[config.mk]
export PLATFORM = sky130hd
export DESIGN_NAME = fault_alert_ctrl
export DESIGN_NICKNAME = d
export VERILOG_FILES = /design/src/rtl/fault_alert_pkg.sv /design/src/rtl/fa_trip_filter.sv /design/src/rtl/fa_cfg_regs.sv /design/src/rtl/fa_status_reg.sv /design/src/rtl/fa_response_fsm.sv /design/src/rtl/fault_alert_ctrl.sv
export SDC_FILE = /design/constraint.sdc
export NUM_CORES = 1
export LEC_CHECK = 0
export BUFFER_PORTS_ARGS = -buffer_cell sky130_fd_sc_hd__buf_2
export CORE_ASPECT_RATIO = 1.2
export CORE_UTILIZATION = 30
export CTS_CLUSTER_SIZE = 20
export DETAILED_ROUTE_END_ITERATION = 12
export RECOVER_POWER = 100
export SLEW_MARGIN = 20
export SYNTH_ARGS = -nofsm -noshare
export SYNTH_HDL_FRONTEND = slang
export SYNTH_SLANG_ARGS = --single-unit
[constraint.sdc]
create_clock -name clk -period 9.7 [get_ports clk]
set_input_delay 1.455 -clock clk [delete_from_list [all_inputs] [get_ports clk]]
set_output_delay 1.455 -clock clk [all_outputs]
set_load 0.03 [all_outputs]
[src/rtl/fault_alert_pkg.sv]
`timescale 1ns/1ps
package fault_alert_pkg;

    localparam int STAT_W      = 8;
    localparam int BIT_OT_WARN = 1;
    localparam int BIT_OT_FLT  = 3;
    localparam int BIT_OC_AVG  = 4;

    // Bits whose trip may stop switching
    localparam logic [STAT_W-1:0] PROT_BITS = 8'b0001_1000;

    typedef enum logic [2:0] {
        ADDR_STATUS   = 3'd0,
        ADDR_MASK     = 3'd1,
        ADDR_CFG      = 3'd2,
        ADDR_WARN_LIM = 3'd3,
        ADDR_FLT_LIM  = 3'd4
    } reg_addr_e;

    typedef enum logic [1:0] {
        RSP_RUN,
        RSP_HICCUP,
        RSP_LATCHED
    } rsp_state_e;

    typedef enum logic {
        TRIP_ABOVE,
        TRIP_BELOW
    } trip_dir_e;

    typedef struct packed {
        logic [2:0] oc_sel;
        logic       latch_off;
    } cfg_t;

    function automatic int unsigned oc_limit(input int unsigned base,
                                             input int unsigned step,
                                             input logic [2:0]  sel);
        return base + step * int'(sel);
    endfunction

endpackage

[src/rtl/fa_trip_filter.sv]
`timescale 1ns/1ps
module fa_trip_filter
    import fault_alert_pkg::*;
#(
    parameter int        W   = 10,
    parameter trip_dir_e DIR = TRIP_ABOVE
) (
    input  logic         clk,
    input  logic         rst,
    input  logic         det_en,
    input  logic [W-1:0] sample,
    input  logic [W-1:0] limit,
    output logic         raw_o,
    output logic         trip_o
);

    logic cmp;
    logic prev_q;

    generate
        if (DIR == TRIP_ABOVE) begin : g_above
            assign cmp = sample > limit;
        end else begin : g_below
            assign cmp = sample < limit;
        end
    endgenerate

    assign raw_o = det_en & cmp;

    always_ff @(posedge clk) begin
        if (rst) prev_q <= 1'b0;
        else     prev_q <= raw_o;
    end

    assign trip_o = prev_q & raw_o;

    AST_NO_EARLY_TRIP: assert property (@(posedge clk) disable iff (rst)
        !$past(det_en) |-> !trip_o);

endmodule

[src/rtl/fa_cfg_regs.sv]
`timescale 1ns/1ps
module fa_cfg_regs
    import fault_alert_pkg::*;
#(
    parameter int          W          = 10,
    parameter int unsigned OC_BASE    = 560,
    parameter int unsigned OC_STEP    = 60,
    parameter logic [2:0]  OC_SEL_RST = 3'd4,
    parameter int unsigned WARN_RST   = 180,
    parameter int unsigned FLT_RST    = 120
) (
    input  logic              clk,
    input  logic              rst,
    input  logic              wr_en,
    input  logic [2:0]        wr_addr,
    input  logic [W-1:0]      wr_data,
    output logic [STAT_W-1:0] mask_q,
    output logic              latch_off,
    output logic [W-1:0]      oc_lim,
    output logic [W-1:0]      warn_lim,
    output logic [W-1:0]      flt_lim
);

    cfg_t cfg_q;

    always_ff @(posedge clk) begin
        if (rst) begin
            mask_q   <= '0;
            cfg_q    <= '{oc_sel: OC_SEL_RST, latch_off: 1'b0};
            warn_lim <= W'(WARN_RST);
            flt_lim  <= W'(FLT_RST);
        end else if (wr_en) begin
            case (reg_addr_e'(wr_addr))
                ADDR_MASK:     mask_q   <= wr_data[STAT_W-1:0];
                ADDR_CFG:      cfg_q    <= cfg_t'(wr_data[3:0]);
                ADDR_WARN_LIM: warn_lim <= wr_data;
                ADDR_FLT_LIM:  flt_lim  <= wr_data;
                default: ;
            endcase
        end
    end

    assign latch_off = cfg_q.latch_off;
    assign oc_lim    = W'(oc_limit(OC_BASE, OC_STEP, cfg_q.oc_sel));

    AST_MASK_HOLD: assert property (@(posedge clk) disable iff (rst)
        !wr_en |=> $stable(mask_q));

endmodule

[src/rtl/fa_status_reg.sv]
`timescale 1ns/1ps
module fa_status_reg
    import fault_alert_pkg::*;
(
    input  logic              clk,
    input  logic              rst,
    input  logic [STAT_W-1:0] trip_vec,
    input  logic [STAT_W-1:0] w1c_vec,
    input  logic              clr_all,
    output logic [STAT_W-1:0] status_q
);

    logic [STAT_W-1:0] clr_vec;

    assign clr_vec = w1c_vec | {STAT_W{clr_all}};

    always_ff @(posedge clk) begin
        if (rst) status_q <= '0;
        else     status_q <= (status_q & ~clr_vec) | trip_vec;
    end

    AST_STICKY_HOLD: assert property (@(posedge clk) disable iff (rst)
        ($past(status_q) & ~$past(clr_vec) & ~status_q) == '0);

    AST_SET_WINS: assert property (@(posedge clk) disable iff (rst)
        (trip_vec != '0) |=> ((status_q & $past(trip_vec)) == $past(trip_vec)));

endmodule

[src/rtl/fa_response_fsm.sv]
`timescale 1ns/1ps
module fa_response_fsm
    import fault_alert_pkg::*;
#(
    parameter int HIC_DLY = 16
) (
    input  logic clk,
    input  logic rst,
    input  logic prot_trip,
    input  logic prot_cond,
    input  logic latch_off,
    output logic pwm_dis,
    output logic ss_req
);

    localparam int CNT_W = (HIC_DLY > 1) ? $clog2(HIC_DLY) : 1;
    localparam logic [CNT_W-1:0] CNT_LAST = CNT_W'(HIC_DLY - 1);

    rsp_state_e       state_q;
    logic [CNT_W-1:0] cnt_q;

    always_ff @(posedge clk) begin
        if (rst) begin
            state_q <= RSP_RUN;
            cnt_q   <= '0;
            ss_req  <= 1'b0;
        end else begin
            ss_req <= 1'b0;
            case (state_q)
                RSP_RUN: begin
                    if (prot_trip) begin
                        state_q <= latch_off ? RSP_LATCHED : RSP_HICCUP;
                        cnt_q   <= '0;
                    end
                end
                RSP_HICCUP: begin
                    if (prot_cond) begin
                        cnt_q <= '0;
                    end else if (cnt_q == CNT_LAST) begin
                        state_q <= RSP_RUN;
                        cnt_q   <= '0;
                        ss_req  <= 1'b1;
                    end else begin
                        cnt_q <= cnt_q + 1'b1;
                    end
                end
                RSP_LATCHED: ;
                default: state_q <= RSP_RUN;
            endcase
        end
    end

    assign pwm_dis = (state_q != RSP_RUN);

    AST_TRIP_STOPS: assert property (@(posedge clk) disable iff (rst)
        (prot_trip && state_q == RSP_RUN) |=> pwm_dis);

    AST_LATCH_HOLD: assert property (@(posedge clk) disable iff (rst)
        (state_q == RSP_LATCHED) |=> (state_q == RSP_LATCHED));

    AST_SS_ONE_CYCLE: assert property (@(posedge clk) disable iff (rst)
        ss_req |=> !ss_req);

    AST_SS_ON_RESUME: assert property (@(posedge clk) disable iff (rst)
        ss_req |-> ($past(state_q) == RSP_HICCUP && !pwm_dis));

    AST_CNT_RANGE: assert property (@(posedge clk) disable iff (rst)
        cnt_q <= CNT_LAST);

endmodule

[src/rtl/fault_alert_ctrl.sv]
`timescale 1ns/1ps
module fault_alert_ctrl
    import fault_alert_pkg::*;
#(
    parameter int          ADC_W      = 10,
    parameter int unsigned OC_BASE    = 560,
    parameter int unsigned OC_STEP    = 60,
    parameter logic [2:0]  OC_SEL_RST = 3'd4,
    parameter int unsigned WARN_RST   = 180,
    parameter int unsigned FLT_RST    = 120,
    parameter int          HIC_DLY    = 16
) (
    input  logic              clk,
    input  logic              rst,
    input  logic              det_en,
    input  logic [ADC_W-1:0]  imon_code,
    input  logic [ADC_W-1:0]  ntc_code,
    input  logic              wr_en,
    input  logic [2:0]        wr_addr,
    input  logic [ADC_W-1:0]  wr_data,
    input  logic              clr_all,
    output logic [STAT_W-1:0] status_flags,
    output logic              alert_n,
    output logic              pwm_dis,
    output logic              ss_req
);

    logic [STAT_W-1:0] mask_q;
    logic              latch_off;
    logic [ADC_W-1:0]  oc_lim, warn_lim, flt_lim;
    logic              oc_raw, oc_trip, warn_raw, warn_trip, flt_raw, flt_trip;
    logic [STAT_W-1:0] raw_vec, trip_vec, w1c_vec;
    logic              prot_trip, prot_cond;

    fa_cfg_regs #(
        .W(ADC_W), .OC_BASE(OC_BASE), .OC_STEP(OC_STEP),
        .OC_SEL_RST(OC_SEL_RST), .WARN_RST(WARN_RST), .FLT_RST(FLT_RST)
    ) u_cfg (
        .clk(clk), .rst(rst), .wr_en(wr_en), .wr_addr(wr_addr), .wr_data(wr_data),
        .mask_q(mask_q), .latch_off(latch_off),
        .oc_lim(oc_lim), .warn_lim(warn_lim), .flt_lim(flt_lim)
    );

    fa_trip_filter #(.W(ADC_W), .DIR(TRIP_ABOVE)) u_oc (
        .clk(clk), .rst(rst), .det_en(det_en), .sample(imon_code), .limit(oc_lim),
        .raw_o(oc_raw), .trip_o(oc_trip)
    );

    fa_trip_filter #(.W(ADC_W), .DIR(TRIP_BELOW)) u_warn (
        .clk(clk), .rst(rst), .det_en(det_en), .sample(ntc_code), .limit(warn_lim),
        .raw_o(warn_raw), .trip_o(warn_trip)
    );

    fa_trip_filter #(.W(ADC_W), .DIR(TRIP_BELOW)) u_flt (
        .clk(clk), .rst(rst), .det_en(det_en), .sample(ntc_code), .limit(flt_lim),
        .raw_o(flt_raw), .trip_o(flt_trip)
    );

    always_comb begin
        raw_vec  = '0;
        trip_vec = '0;
        raw_vec[BIT_OC_AVG]   = oc_raw;
        raw_vec[BIT_OT_FLT]   = flt_raw;
        raw_vec[BIT_OT_WARN]  = warn_raw;
        trip_vec[BIT_OC_AVG]  = oc_trip;
        trip_vec[BIT_OT_FLT]  = flt_trip;
        trip_vec[BIT_OT_WARN] = warn_trip;
    end

    assign w1c_vec   = (wr_en && reg_addr_e'(wr_addr) == ADDR_STATUS) ?
                       wr_data[STAT_W-1:0] : '0;
    assign prot_trip = |(trip_vec & PROT_BITS & ~mask_q);
    assign prot_cond = |(raw_vec & PROT_BITS & ~mask_q);

    fa_status_reg u_status (
        .clk(clk), .rst(rst), .trip_vec(trip_vec), .w1c_vec(w1c_vec),
        .clr_all(clr_all), .status_q(status_flags)
    );

    fa_response_fsm #(.HIC_DLY(HIC_DLY)) u_rsp (
        .clk(clk), .rst(rst), .prot_trip(prot_trip), .prot_cond(prot_cond),
        .latch_off(latch_off), .pwm_dis(pwm_dis), .ss_req(ss_req)
    );

    assign alert_n = ~|status_flags;

    AST_WARN_NO_STOP: assert property (@(posedge clk) disable iff (rst)
        (!pwm_dis && !prot_trip) |=> !pwm_dis);

    AST_FLAG_ON_TRIP: assert property (@(posedge clk) disable iff (rst)
        (oc_trip || flt_trip || warn_trip) |=> !alert_n);

endmodule

Word level (Yosys, flattened, before mapping)
Cells that the tools add are included.
{"block": "word_totals", "reg_bits": 50, "inputBits": 38, "elab_cells": 70}
{"block": "classes", "n_addsub": 2, "n_mul": 1, "order_cmp": 3, "eq_ne": 10, "mux": 11, "n_bitwise": 15, "reduce_logical": 16}
{"cell": "OR reduction 8 bit", "count": 3}
{"cell": "< comparator 10 bit", "count": 2}
{"cell": "bitwise AND 5 x 8 -> 8 bit", "count": 2}
{"cell": "inverter 8 bit", "count": 2}
{"cell": "two-way mux 4 bit", "count": 3}
{"cell": "adder 10 x 9 -> 10 bit, first input constant", "count": 1}
{"cell": "> comparator 10 bit", "count": 1}
{"cell": "AND reduction 2 bit", "count": 5}
{"cell": "OR reduction 10 bit", "count": 1}
{"cell": "bitwise AND 8 bit", "count": 1}
{"cell": "two-way mux 2 bit", "count": 4}
{"cell": "two-way mux 8 bit", "count": 1}
{"cell": "OR 8 x 5 -> 8 bit", "count": 1}
{"cell": "OR 8 bit", "count": 1}
{"cell": "one-hot mux 4 bit (2 select lines)", "count": 1}
{"cell": "multiplier 4 x 3 -> 7 bit, first input constant", "count": 1}
{"cell": "bitwise AND 1 bit", "count": 6}
{"cell": "equality test 3 x 2 -> 1 bit, second input constant", "count": 2}
{"cell": "one-hot mux 2 bit (3 select lines)", "count": 1}
{"cell": "adder 4 x 1 -> 4 bit, second input constant", "count": 1}
{"cell": "equality test 4 bit, second input constant", "count": 1}
{"cell": "!= test 2 bit, second input constant", "count": 2}
{"cell": "AND reduction 4 bit", "count": 1}
{"cell": "nonzero test 2 bit", "count": 2}
{"cell": "other kinds (11)", "count": 12}

Longest topological paths before layout
Gate-level depths: netlist of run 1.
{"block": "depth", "word_depth": 9, "depth_mapped": 15, "depth_no_buf": 15}

By module
Synthesis of run 1 repeated with hierarchy kept, for this count alone.
{"block": "hier_totals", "cells_unflattened": 366, "hier_area_um2": 3104.2}
{"mod": "fa_cfg_regs", "instances": 1, "cells_per_inst": 170, "area_per_inst_um2": 1497.7, "seq_area_each_um2": 640.6}
{"mod": "fa_trip_filter at u_flt ...", "instances": 2, "cells_per_inst": 35, "area_per_inst_um2": 280.3, "seq_area_each_um2": 20.0}
{"mod": "fa_response_fsm", "instances": 1, "cells_per_inst": 34, "area_per_inst_um2": 311.5, "seq_area_each_um2": 140.1}
{"mod": "fa_trip_filter at u_oc", "instances": 1, "cells_per_inst": 40, "area_per_inst_um2": 306.5, "seq_area_each_um2": 20.0}
{"mod": "fa_status_reg", "instances": 1, "cells_per_inst": 33, "area_per_inst_um2": 304.0, "seq_area_each_um2": 160.2}
{"mod": "fault_alert_ctrl", "instances": 1, "cells_per_inst": 19, "area_per_inst_um2": 123.9, "seq_area_each_um2": 0.0}

Worst setup path before layout of run 1
Ideal clock, no wire load.
{"block": "synth_timing", "path_type": "register to register", "from": "reg u_cfg.cfg_q[1] (netlist name)", "to": "reg u_rsp.cnt_q[0]", "setup_ns": 0.067, "arrival_time_ns": 3.530, "setup_slack_ns": 6.103, "path_stages_with_launch": 16, "n_path_buf": 0, "synth_period_minus_slack_ns": 3.597, "cell_sequence": "dfxtp_1 fa_1 ha_1 fa_1 inv_1 ha_1 nor2_1 nand2_1 xor2_1 ha_1 nand4_1 or3_1 o21ai_2 o32ai_2 o31a_4 o21ai_2"}
{"block": "synth_between", "elab_chain_len": 9, "word_cells_on_any_way": 13, "classes_between": "add/sub: 1; mul: 1; order compare: 1; eq/ne: 1; mux: 2; bitwise: 4; reduce/logical: 3"}
{"item": "start: declaration", "line": "fa_cfg_regs.sv:24", "rtl": "cfg_t cfg_q;"}
{"item": "start signal: assignment", "line": "fa_cfg_regs.sv:29", "rtl": "cfg_q <= '{oc_sel: OC_SEL_RST, latch_off: 1'b0};"}
{"item": "start signal: assignment", "line": "fa_cfg_regs.sv:35", "rtl": "ADDR_CFG: cfg_q <= cfg_t'(wr_data[3:0]);"}
{"item": "multiplier 4 x 3 -> 7 bit *", "line": "fault_alert_pkg.sv:39", "rtl": "return base + step * int'(sel);"}
{"item": "adder 10 x 9 -> 10 bit *", "line": "fault_alert_pkg.sv:39"}
{"item": "> comparator 10 bit *", "line": "fa_trip_filter.sv:22", "rtl": "assign cmp = sample > limit;"}
{"item": "bitwise AND 1 bit *", "line": "fa_trip_filter.sv:28", "rtl": "assign raw_o = det_en & cmp;"}
{"item": "bitwise AND 1 bit", "line": "fa_trip_filter.sv:35", "rtl": "assign trip_o = prev_q & raw_o;"}
{"item": "bitwise AND 5 x 8 -> 8 bit", "line": "fault_alert_ctrl.sv:72", "rtl": "assign prot_trip = |(trip_vec & PROT_BITS & ~mask_q);"}
{"item": "OR reduction 8 bit", "line": "fault_alert_ctrl.sv:72"}
{"item": "!= test 2 bit (no source line)"}
{"item": "AND reduction 2 bit (no source line)"}
{"item": "end signal: assignment", "line": "fa_response_fsm.sv:44", "rtl": "cnt_q <= cnt_q + 1'b1;"}
{"item": "end: declaration", "line": "fa_response_fsm.sv:20", "rtl": "logic [CNT_W-1:0] cnt_q;"}
Mark *: on every way between the ends. The rest lies on a longest branch, timed or not.
A chain may end at the register's enable or synchronous reset.

Final worst setup path of run 1
Ends and elaborated chain as after synthesis.

==> impl_metrics.ini, run 1 <==
[sta]
relSlewSlack_pct = -41.0
final.setup_skew_ns = 0.0122
drv_slew = 15
fin_ws_ns = 5.71
worstMarginPinSlew_ns = 2.11
min_period_over_period_pct = 41.1
min_period_ns = 3.99
rsz0062_at_grt = no
timing.fmax_mhz = 251
fin_setup_tns_ns = 0
setup_viol = 0
hold_viol_final = 0

[synthesis]
synth.cell_area_um2 = 2600
ys_warn_count = 0
synth-edff-count = 0
yosys.area.top_type_share_pct = 33.9
yosysMostFrequentCell = dfxtp_1
ys_ff_latch = 44
synth_top_flop_cell = dfxtp_1
synth_commonest_cells = dfxtp_1 (44), nand2_1 (38), ha_1 (34), inv_1 (33), nor2_1 (32)
syn_area_per_cell_um2 = 8.61
async_reset_ff_share_pct = 0
syn_inst = 302
ys_seq_area_share_pct = 33.9
synth_top_area_cell = dfxtp_1
ys_types = 43
yosys-top-cells-area = dfxtp_1 (34%), ha_1 (16%), nand2_1 (5.5%)
synth.net_count = 377

[drt]
drt_pass1_iterations = 4
first_iter_violations = 78
drc_errors = 0
avgViaCountPerCell = 4.60
dr_total_vias = 2150
wirelength_mm = 5.78
ant_nets = 0
wl_per_cell_um = 12.4

[global_routing]
grt_max_degree = 33
track_usage_pct = 13.5
grt_pass1_vias = 2080
grt_pass1_wl_mm = 9.63
antenna_found_initial = 0
grt.overflow.total = 0

[setup_path]
critPathRequiredTime_ns = 9.92
cp-end-kind = flop
critPathKind = reg -> reg
startpoint_type = flop
cp.arrival_ns = 4.21
cp_slowest_stage_delay_ns = 0.50
timing.rr.end = u_rsp.cnt_q[0]
crit_top_cell = ha_1
crit_slowest_cell = fa_1
path_cells = fa_1 > ha_1 > fa_1 > inv_1 > ha_1 > nor2_1 > nand2_1 > xor2_1 > ha_1 > nand4_1 > or3_1 > o21ai_0 > o32ai_1 > o31a_4 > o21ai_0
r2r_start = u_cfg.cfg_q[1]
path_delay_family = adder cells
crit_buf_inv = 1
r2r_cells = 15
rrSetupSlack_ns = 5.71
crit_path_max_fanout = 5

[cells_and_area]
layout-drive-gt1-share_pct = 13.6
instances_no_fill = 467
fin_nets = 427
antenna_cells = 0
syn_to_final_growth_pct = 15.6
fin_area_um2 = 3010

[placed_design]
place_area_um2 = 2970
place_congestion = 0.803
hpwl_mm = 4.70
dp.cells = 459
pre_cts_ws_ns = 5.90
io_buffers = 48

[flow_run]
maxCapViolCount = 1

[clock_network]
ctsRootBufferMaster = clkbuf_8
cts.reportedPaths.clkPinSlew_ns = 0.10
worstSkewPairLatency_ns = 0.30
cts_buffers = 5
cts_sinks = 44
h-tree-depth = 2
ctsLongestPathBuffers = 2
cts_hold_buf = 0
cts_tree = done
cts_resized = 0
post_cts_buffers = 0

[hold_path]
hold_path_end = u_cfg.warn_lim[3]
hold_class = reg -> reg
min-delay-start = u_cfg.warn_lim[3]
whs_path_depth = 2

[power]
leakagePower_nw = 1.34
power_density_nw_per_um2 = 124
ir_drop_mv = 0.0542

[floorplanning]
die-height_um = 104
core_area_um2 = 8240
die_w_um = 87.0
initial_core_util_pct = 31.5
fp-row-count = 36
io_pins = 49
dieArea_um2 = 9040

[outcome]
violations = max-capacitance violations, max-slew violations
status = complete, but fails checks
-- worst max-delay path by stage --
stage | depth (start not counted) | start | slack, ns | endpoint
2_1_floorplan | 15 | u_cfg.cfg_q[1] | 6.10 | u_rsp.cnt_q[0]
3_3_place_gp | 15 | u_cfg.cfg_q[1] | 5.96 | u_rsp.cnt_q[2]
3_5_place_dp | 15 | u_cfg.cfg_q[1] | 5.90 | u_rsp.cnt_q[1]
4_1_cts | 15 | u_cfg.cfg_q[1] | 5.86 | u_rsp.cnt_q[2]
5_1_grt | 15 | u_cfg.cfg_q[1] | 5.44 | u_rsp.state_q[1]
6_report | 15 | u_cfg.cfg_q[1] | 5.71 | u_rsp.cnt_q[0]
-- state kept, by name (all words and copies together), names as in the netlist, 2 cells and up --
name	flops
u_cfg.flt_lim	10
u_rsp.cnt_q	4
u_cfg.mask_q	2
u_rsp.state_q	2
u_status.status_q	8
u_cfg.cfg_q	3
u_cfg.warn_lim	10
-- placed cells by master, fill, tap and decap left out, types with 2 or more instances in the layout --
| master | netlist | routed |
|---|---|---|
| nand3_1 | 7 | 7 |
| nand3b_1 | 4 | 4 |
| nor2b_1 | 5 | 5 |
| nor3_1 | 2 | 2 |
| nor2_1 | 32 | 32 |
| a21o_1 | 4 | 4 |
| xnor2_1 | 3 | 3 |
| xor2_1 | 2 | 2 |
| clkbuf_8 | 0 | 5 |
| or4_1 | 2 | 2 |
| fa_1 | 3 | 3 |
| mux2i_1 | 11 | 11 |
| nand2b_1 | 8 | 8 |
| a21oi_1 | 24 | 24 |
| clkbuf_1 | 3 | 14 |
| nand2_1 | 38 | 38 |
| a211o_1 | 6 | 6 |
| o21ai_0 | 6 | 11 |
| or2_2 | 2 | 2 |
| a41o_1 | 2 | 2 |
| buf_2 | 1 | 34 |
| clkinvlp_4 | 0 | 2 |
| dfxtp_1 | 44 | 44 |
| nand4_1 | 2 | 2 |
| ha_1 | 34 | 34 |
| inv_1 | 33 | 33 |
| a32o_1 | 2 | 2 |
-- logic make-up (layout without fill, tap and decap cells) --
| kind of cell | count (synthesis) | count (layout) | synth area share (%) |
|---|---|---|---|
| AO/OA/AOI/OAI | 58 | 58 | 15.6 |
| flip-flops | 44 | 44 | 33.9 |
| adder cells (fa/ha/maj) | 37 | 37 | 18.7 |
| multiplexers | 11 | 11 | 4.24 |
| buffers and inverters | 38 | 89 | 5.54 |
| AND/OR/NAND/NOR | 109 | 109 | 20.4 |
| XOR/XNOR | 5 | 5 | 1.69 |
-- routing by layer --
layer  up-vias  track usage [%]  wire [um]
li1       1130                -          -
met1       966             17.3       2770
met2        45             22.9       2730
met3         9             2.22        183
met4         0             3.81         87
met5         -                0          0
-- per-stage QoR --
stage / power, mW / hold slack, ns / utilization (%)
2_1_floorplan: 0.237 / 0.436 / -
3_3_place_gp: 0.259 / 0.443 / 35.9
3_5_place_dp: 0.260 / 0.448 / 36.0
4_1_cts: 0.379 / 0.462 / 37.1
5_1_grt: 0.394 / 0.481 / 36.5
6_report: 0.371 / 0.460 / 36.5
-- area by class of cell --
| cell class | count | area [um2] |
|---|---|---|
| Clock buffer | 5 | 68.8 |
| Clock inverter | 3 | 23.8 |
| Fill cell | 878 | 5240 |
| Inverter | 33 | 124 |
| Multi-Input combinational cell | 220 | 1540 |
| Sequential cell | 44 | 881 |
| Tap cell | 114 | 143 |
| Timing Repair Buffer | 48 | 223 |
-- power breakdown --
group / total, mW / internal [mW] / switching [mW]
registers: 0.187 / 0.185 / 0.00266
clock network: 0.119 / 0.0511 / 0.0680
logic: 0.0647 / 0.0281 / 0.0366
-- tightest hold or removal path, stage by stage (launching register included) --
cell and delay (ns):
dfxtp_1 0.32, nand2_1 0.05, a21oi_1 0.05
(Power assumes the default switching activity.)
==> run 2, diff against run 1 <==
Clock period 9.7 ns to 4.1 ns, I/O delays scaled along.
==> run 2 against run 1 <==
- the flow still finishes with violations (max-capacitance violations, max-slew violations)
- via count rose by 0.47%
- highest routed layer unchanged
- critical path depth did not move
- clock-buffer cell count did not move
- first-iteration DRC count fell by 7.7%
- routed wire length rose by 0.80%
- hold slack improved by 0.0016 ns
- largest power group unchanged
- cell count did not move
- utilization rose by 0.50 points
- global-route usage rose by 0.21 points
- die area did not move
- critical endpoint is now u_rsp.cnt_q[1]
- sequential power rose by 140%
==> impl_metrics.ini, run 2 (synthesis results as in run 1) <==
[outcome]
status = complete, but fails checks
violations = max-capacitance violations, max-slew violations

[cells_and_area]
fin_util_pct = 37.0
final_cell_mix = dfxtp_1 (44), nand2_1 (38), ha_1 (34), buf_2 (34), inv_1 (33)
syn_to_final_growth_pct = 17.2
final_common_cell = dfxtp_1
instances_no_fill = 467
fin_nets = 427
antenna_cells = 0
top_regs = u_cfg.flt_lim (10), u_cfg.warn_lim (10), u_status.status_q (8)
layout-drive-gt1-share_pct = 15.0

[clock_network]
cts_tree = done
cts_hold_buf = 0
worstSkewPairLatency_ns = 0.30
ctsLongestPathBuffers = 2
post_cts_buffers = 0
cts.reportedPaths.clkPinSlew_ns = 0.09
ctsRootBufferMaster = clkbuf_8
h-tree-depth = 2
cts_sinks = 44
cts_resized = 0
cts_buffers = 5

[setup_path]
r2r_cells = 15
crit_path_max_fanout = 5
cp-end-kind = flop
path_cells = fa_1 > ha_1 > fa_1 > inv_1 > ha_1 > nor2_1 > nand2_1 > xor2_1 > ha_1 > nand4_1 > or3_1 > o21ai_2 > o32ai_2 > o31a_4 > o21ai_1
cp.depth = 15
crit_end = u_rsp.cnt_q[1]
crit_start = u_cfg.cfg_q[1]
critPathKind = reg -> reg
crit_buf_inv = 1
timing.rr.end = u_rsp.cnt_q[1]
path_delay_family = adder cells
rrSetupSlack_ns = 0.30
crit_top_cell = ha_1
r2r_start = u_cfg.cfg_q[1]
crit_slowest_cell = fa_1
cp.arrival_ns = 4.04
cp_slowest_stage_delay_ns = 0.50
critPathRequiredTime_ns = 4.34
startpoint_type = flop

[sta]
worstMarginPinSlew_ns = 2.11
hold_viol_final = 0
drv_slew = 15
rsz0062_at_grt = no
relSlewSlack_pct = -40.7
min_period_ns = 3.80
timing.fmax_mhz = 263
min_period_over_period_pct = 92.7
fin_setup_tns_ns = 0
fin_ws_ns = 0.299
setup_viol = 0
final.setup_skew_ns = 0.00689

[drt]
ant_nets = 0
wl_per_cell_um = 12.5
drt_pass1_iterations = 4
dr_total_vias = 2160
drc_errors = 0
wirelength_mm = 5.82
first_iter_violations = 72
avgViaCountPerCell = 4.63

[floorplanning]
fp-row-count = 36
die_w_um = 87.0
io_pins = 49
initial_core_util_pct = 31.5
core_area_um2 = 8240
die-height_um = 104
dieArea_um2 = 9040

[global_routing]
grt_pass1_vias = 2082
track_usage_pct = 13.7
grt_max_degree = 33
grt.overflow.total = 0
antenna_found_initial = 0
grt_pass1_wl_mm = 9.63

[placed_design]
io_buffers = 48
hpwl_mm = 4.67
dp.cells = 459
pre_cts_ws_ns = 0.296
place_congestion = 0.803

[power]
ir_drop_mv = 0.120
finalPower_mw = 0.941
leakagePower_nw = 1.36
power_density_nw_per_um2 = 309

[hold_path]
hold_class = reg -> reg

[flow_run]
maxCapViolCount = 1
run 2: how the worst min path moves through the flow:
stage | slack (ns) | cells past startpoint | endpoint | from
2_1_floorplan | 0.44 | 2 | u_cfg.warn_lim[1] | u_cfg.warn_lim[1]
3_3_place_gp | 0.44 | 2 | u_cfg.warn_lim[3] | u_cfg.warn_lim[3]
3_5_place_dp | 0.45 | 2 | u_cfg.warn_lim[3] | u_cfg.warn_lim[3]
4_1_cts | 0.46 | 2 | u_cfg.warn_lim[3] | u_cfg.warn_lim[3]
5_1_grt | 0.48 | 2 | u_cfg.warn_lim[0] | u_cfg.warn_lim[0]
6_report | 0.46 | 2 | u_cfg.warn_lim[3] | u_cfg.warn_lim[3]
run 2: report_power, final:
group          internal (mW)  switching [mW]  leakage [nW]
sequential             0.437         0.00635         0.356
combinational         0.0682          0.0896         0.949
clock                  0.180           0.159        0.0541
run 2: cell type report:
class / instances / area, um2
Clock buffer: 5 / 68.8
Clock inverter: 3 / 42.5
Fill cell: 882 / 5200
Inverter: 33 / 124
Multi-Input combinational cell: 220 / 1570
Sequential cell: 44 / 881
Tap cell: 114 / 143
Timing Repair Buffer: 48 / 223
run 2: routing by layer:
layer	vias to the layer above	share of wire, %	GRT usage [%]
met5	-	0	0
met4	0	1.4	4.52
met3	9	3.1	2.70
met2	35	47	22.4
met1	984	49	17.8
li1	1132	-	-
run 2: metrics by stage:
stage | hold slack, ns | instance area [um2]
floorplan | 0.436 | 2600
global route | 0.477 | 3050
detailed placement | 0.449 | 2970
CTS | 0.462 | 3080
finish | 0.462 | 3050
global placement | 0.443 | 2960
run 2: worst min-delay path, cell delays in order, from the launching register on:
cell,delay [ns]
dfxtp_1,0.32
nand2_1,0.05
a21oi_1,0.05
==> run 3, diff against run 2 <==
Settings changed: ABC_AREA from default to 1, CORE_ASPECT_RATIO 1.2 to default.
==> run 3 against run 2 <==
- the run now ends clean
- final area increased by 2.1%
- combinational power is 61% higher
- die area increased by 3.7%
==> impl_metrics.ini, run 3 <==
[setup_path]
startpoint_type = flop
critPathKind = reg -> reg
cp.arrival_ns = 3.82
crit_slowest_cell = fa_1
critPathRequiredTime_ns = 4.31
cp-end-kind = flop
path_cells = fa_1 > ha_1 > fa_1 > inv_1 > ha_1 > nor2_1 > nand2_1 > xnor2_1 > ha_1 > nand2_1 > nor2_1 > nand2_1 > nor2_1 > nor2_1 > nand4_1 > nand2_1 > nand2_1 > nand2_1 > nand2_1 > nand2_1 > nor2_2
crit_path_max_fanout = 5
cp_slowest_stage_delay_ns = 0.50
crit_top_cell = nand2_1
r2r_cells = 21

[sta]
relSlewSlack_pct = 22.4
timing.fmax_mhz = 276
fin_setup_tns_ns = 0
rsz0062_at_grt = no
drv_slew = 0
min_period_ns = 3.62
setup_viol = 0
final.setup_skew_ns = 0.0104
worstMarginPinSlew_ns = 1.15
min_period_over_period_pct = 88.2
hold_viol_final = 0

[hold_path]
hold_class = reg -> reg
whs_path_depth = 2

[floorplanning]
initial_core_util_pct = 30.9
dieArea_um2 = 9380
die-height_um = 96.8
die_w_um = 96.8
fp-row-count = 34
io_pins = 49
core_area_um2 = 8720

[synthesis]
yosys.area.top_type_share_pct = 32.7
synth-edff-count = 0
ys_seq_area_share_pct = 32.7
async_reset_ff_share_pct = 0
synth_top_flop_cell = dfxtp_1
synth_top_area_cell = dfxtp_1
ys_ff_latch = 44
yosysMostFrequentCell = nand2_1
yosys-top-cells-area = dfxtp_1 (33%), ha_1 (16%), nand2_1 (8.5%)
synth.net_count = 432
syn_area_per_cell_um2 = 7.56
ys_warn_count = 0
synth_commonest_cells = nand2_1 (61), inv_1 (60), dfxtp_1 (44), ha_1 (34), a21oi_1 (33)
syn_inst = 357
ys_types = 31
synth.cell_area_um2 = 2700

[clock_network]
ctsRootBufferMaster = clkbuf_8
cts.reportedPaths.clkPinSlew_ns = 0.09
post_cts_buffers = 0
cts_buffers = 5
cts_tree = done
worstSkewPairLatency_ns = 0.30
cts_hold_buf = 0
h-tree-depth = 2
ctsLongestPathBuffers = 2
cts_sinks = 44
cts_resized = 0

[global_routing]
grt_max_degree = 28
track_usage_pct = 13.8
grt_pass1_wl_mm = 10.5
antenna_found_initial = 0
grt.overflow.total = 0
grt_pass1_vias = 2219

[power]
leakagePower_nw = 1.53
power_density_nw_per_um2 = 339
ir_drop_mv = 0.124
finalPower_mw = 1.05

[cells_and_area]
final_common_cell = nand2_1
syn_to_final_growth_pct = 15.4
fillers = 946
fin_nets = 482
antenna_cells = 0
top_regs = u_cfg.flt_lim (10), u_cfg.warn_lim (10), u_status.status_q (8)
final_cell_mix = nand2_1 (62), inv_1 (60), dfxtp_1 (44), a21oi_1 (34), ha_1 (34)
layout-drive-gt1-share_pct = 12.5

[drt]
avgViaCountPerCell = 4.53
wl_per_cell_um = 11.8
wirelength_mm = 6.08
ant_nets = 0
dr_total_vias = 2340
drc_errors = 0
first_iter_violations = 67
drt_pass1_iterations = 4

[placed_design]
io_buffers = 48
hpwl_mm = 4.85
place_congestion = 0.807

[flow_run]
maxCapViolCount = 0

[outcome]
status = complete, no violations
[run 3: changes by cell type in the layout (fill, tap and decap cells not counted), sizes merged, moves of 10 or more]
| cell | change |
|---|---|
| nand2 | +27 |
| nand3 | +13 |
| a21oi | +10 |
| inv | +28 |
| mux2i | -11 |
| o21ai | +16 |
[run 3: cell families after synthesis]
group | count (synthesis) | share of synthesized area (%)
AO/OA/AOI/OAI | 72 | 14.5
buffers and inverters | 66 | 9.32
flip-flops | 44 | 32.7
adder cells (fa/ha/maj) | 37 | 18.0
AND/OR/NAND/NOR | 131 | 23.2
XOR/XNOR | 7 | 2.27
[run 3: final timing paths]
check | startpoint | endpoint | slack, ns
max | u_cfg.cfg_q[1] | u_rsp.cnt_q[0] | 0.48
min reg2reg | u_warn.prev_q | u_status.status_q[1] | 0.45
max reg2reg | u_cfg.cfg_q[1] | u_rsp.cnt_q[0] | 0.48
min | u_warn.prev_q | u_status.status_q[1] | 0.45
[run 3: final cells by class]
class	count	area (um2)	share of cell area (%)
clock buffer	5	68.8	2.21
clock inverter	3	47.5	1.53
inverter	61	229	7.36
multi-input combinational	247	1530	49.1
sequential	44	881	28.3
tap	108	135	4.34
timing repair buffer	48	221	7.12
[run 3: per-stage QoR]
stage | hold slack (ns) | instance area, um2 | instances | setup slack (ns) | utilization (%)
after floorplan | 0.396 | 2700 | 357 | 0.743 | -
after global placement | 0.414 | 3050 | 508 | 0.603 | 35.0
after detailed placement | 0.423 | 3050 | 508 | 0.521 | 35.0
after CTS | 0.452 | 3170 | 516 | 0.513 | 36.3
after global routing | 0.480 | 3110 | 516 | 0.155 | 35.7
final | 0.449 | 3110 | 516 | 0.482 | 35.7
[run 3: routing by layer]
metal	vias up	GRT usage [%]	part of all wire [%]
met4	0	3.44	1.1
met2	46	23.7	44
met1	1025	17.9	50
met3	5	2.17	4.5
met5	-	0	0
li1	1264	-	-
[run 3: power by group]
| part | switching (mW) | internal (mW) |
|---|---|---|
| clock | 0.161 | 0.184 |
| combinational | 0.159 | 0.0949 |
| sequential | 0.0112 | 0.444 |
| total | 0.331 | 0.723 |
[run 3: critical path, delay by kind of cell (launching register included)]
| family | cells | cell delay [ns] |
|---|---|---|
| buffers and inverters | 1 | 0.05 |
| adders and majority gates | 5 | 1.73 |
| and+or+nand+nor | 14 | 1.14 |
| DFF | 1 | 0.46 |
| xor gates and xnor gates | 1 | 0.14 |
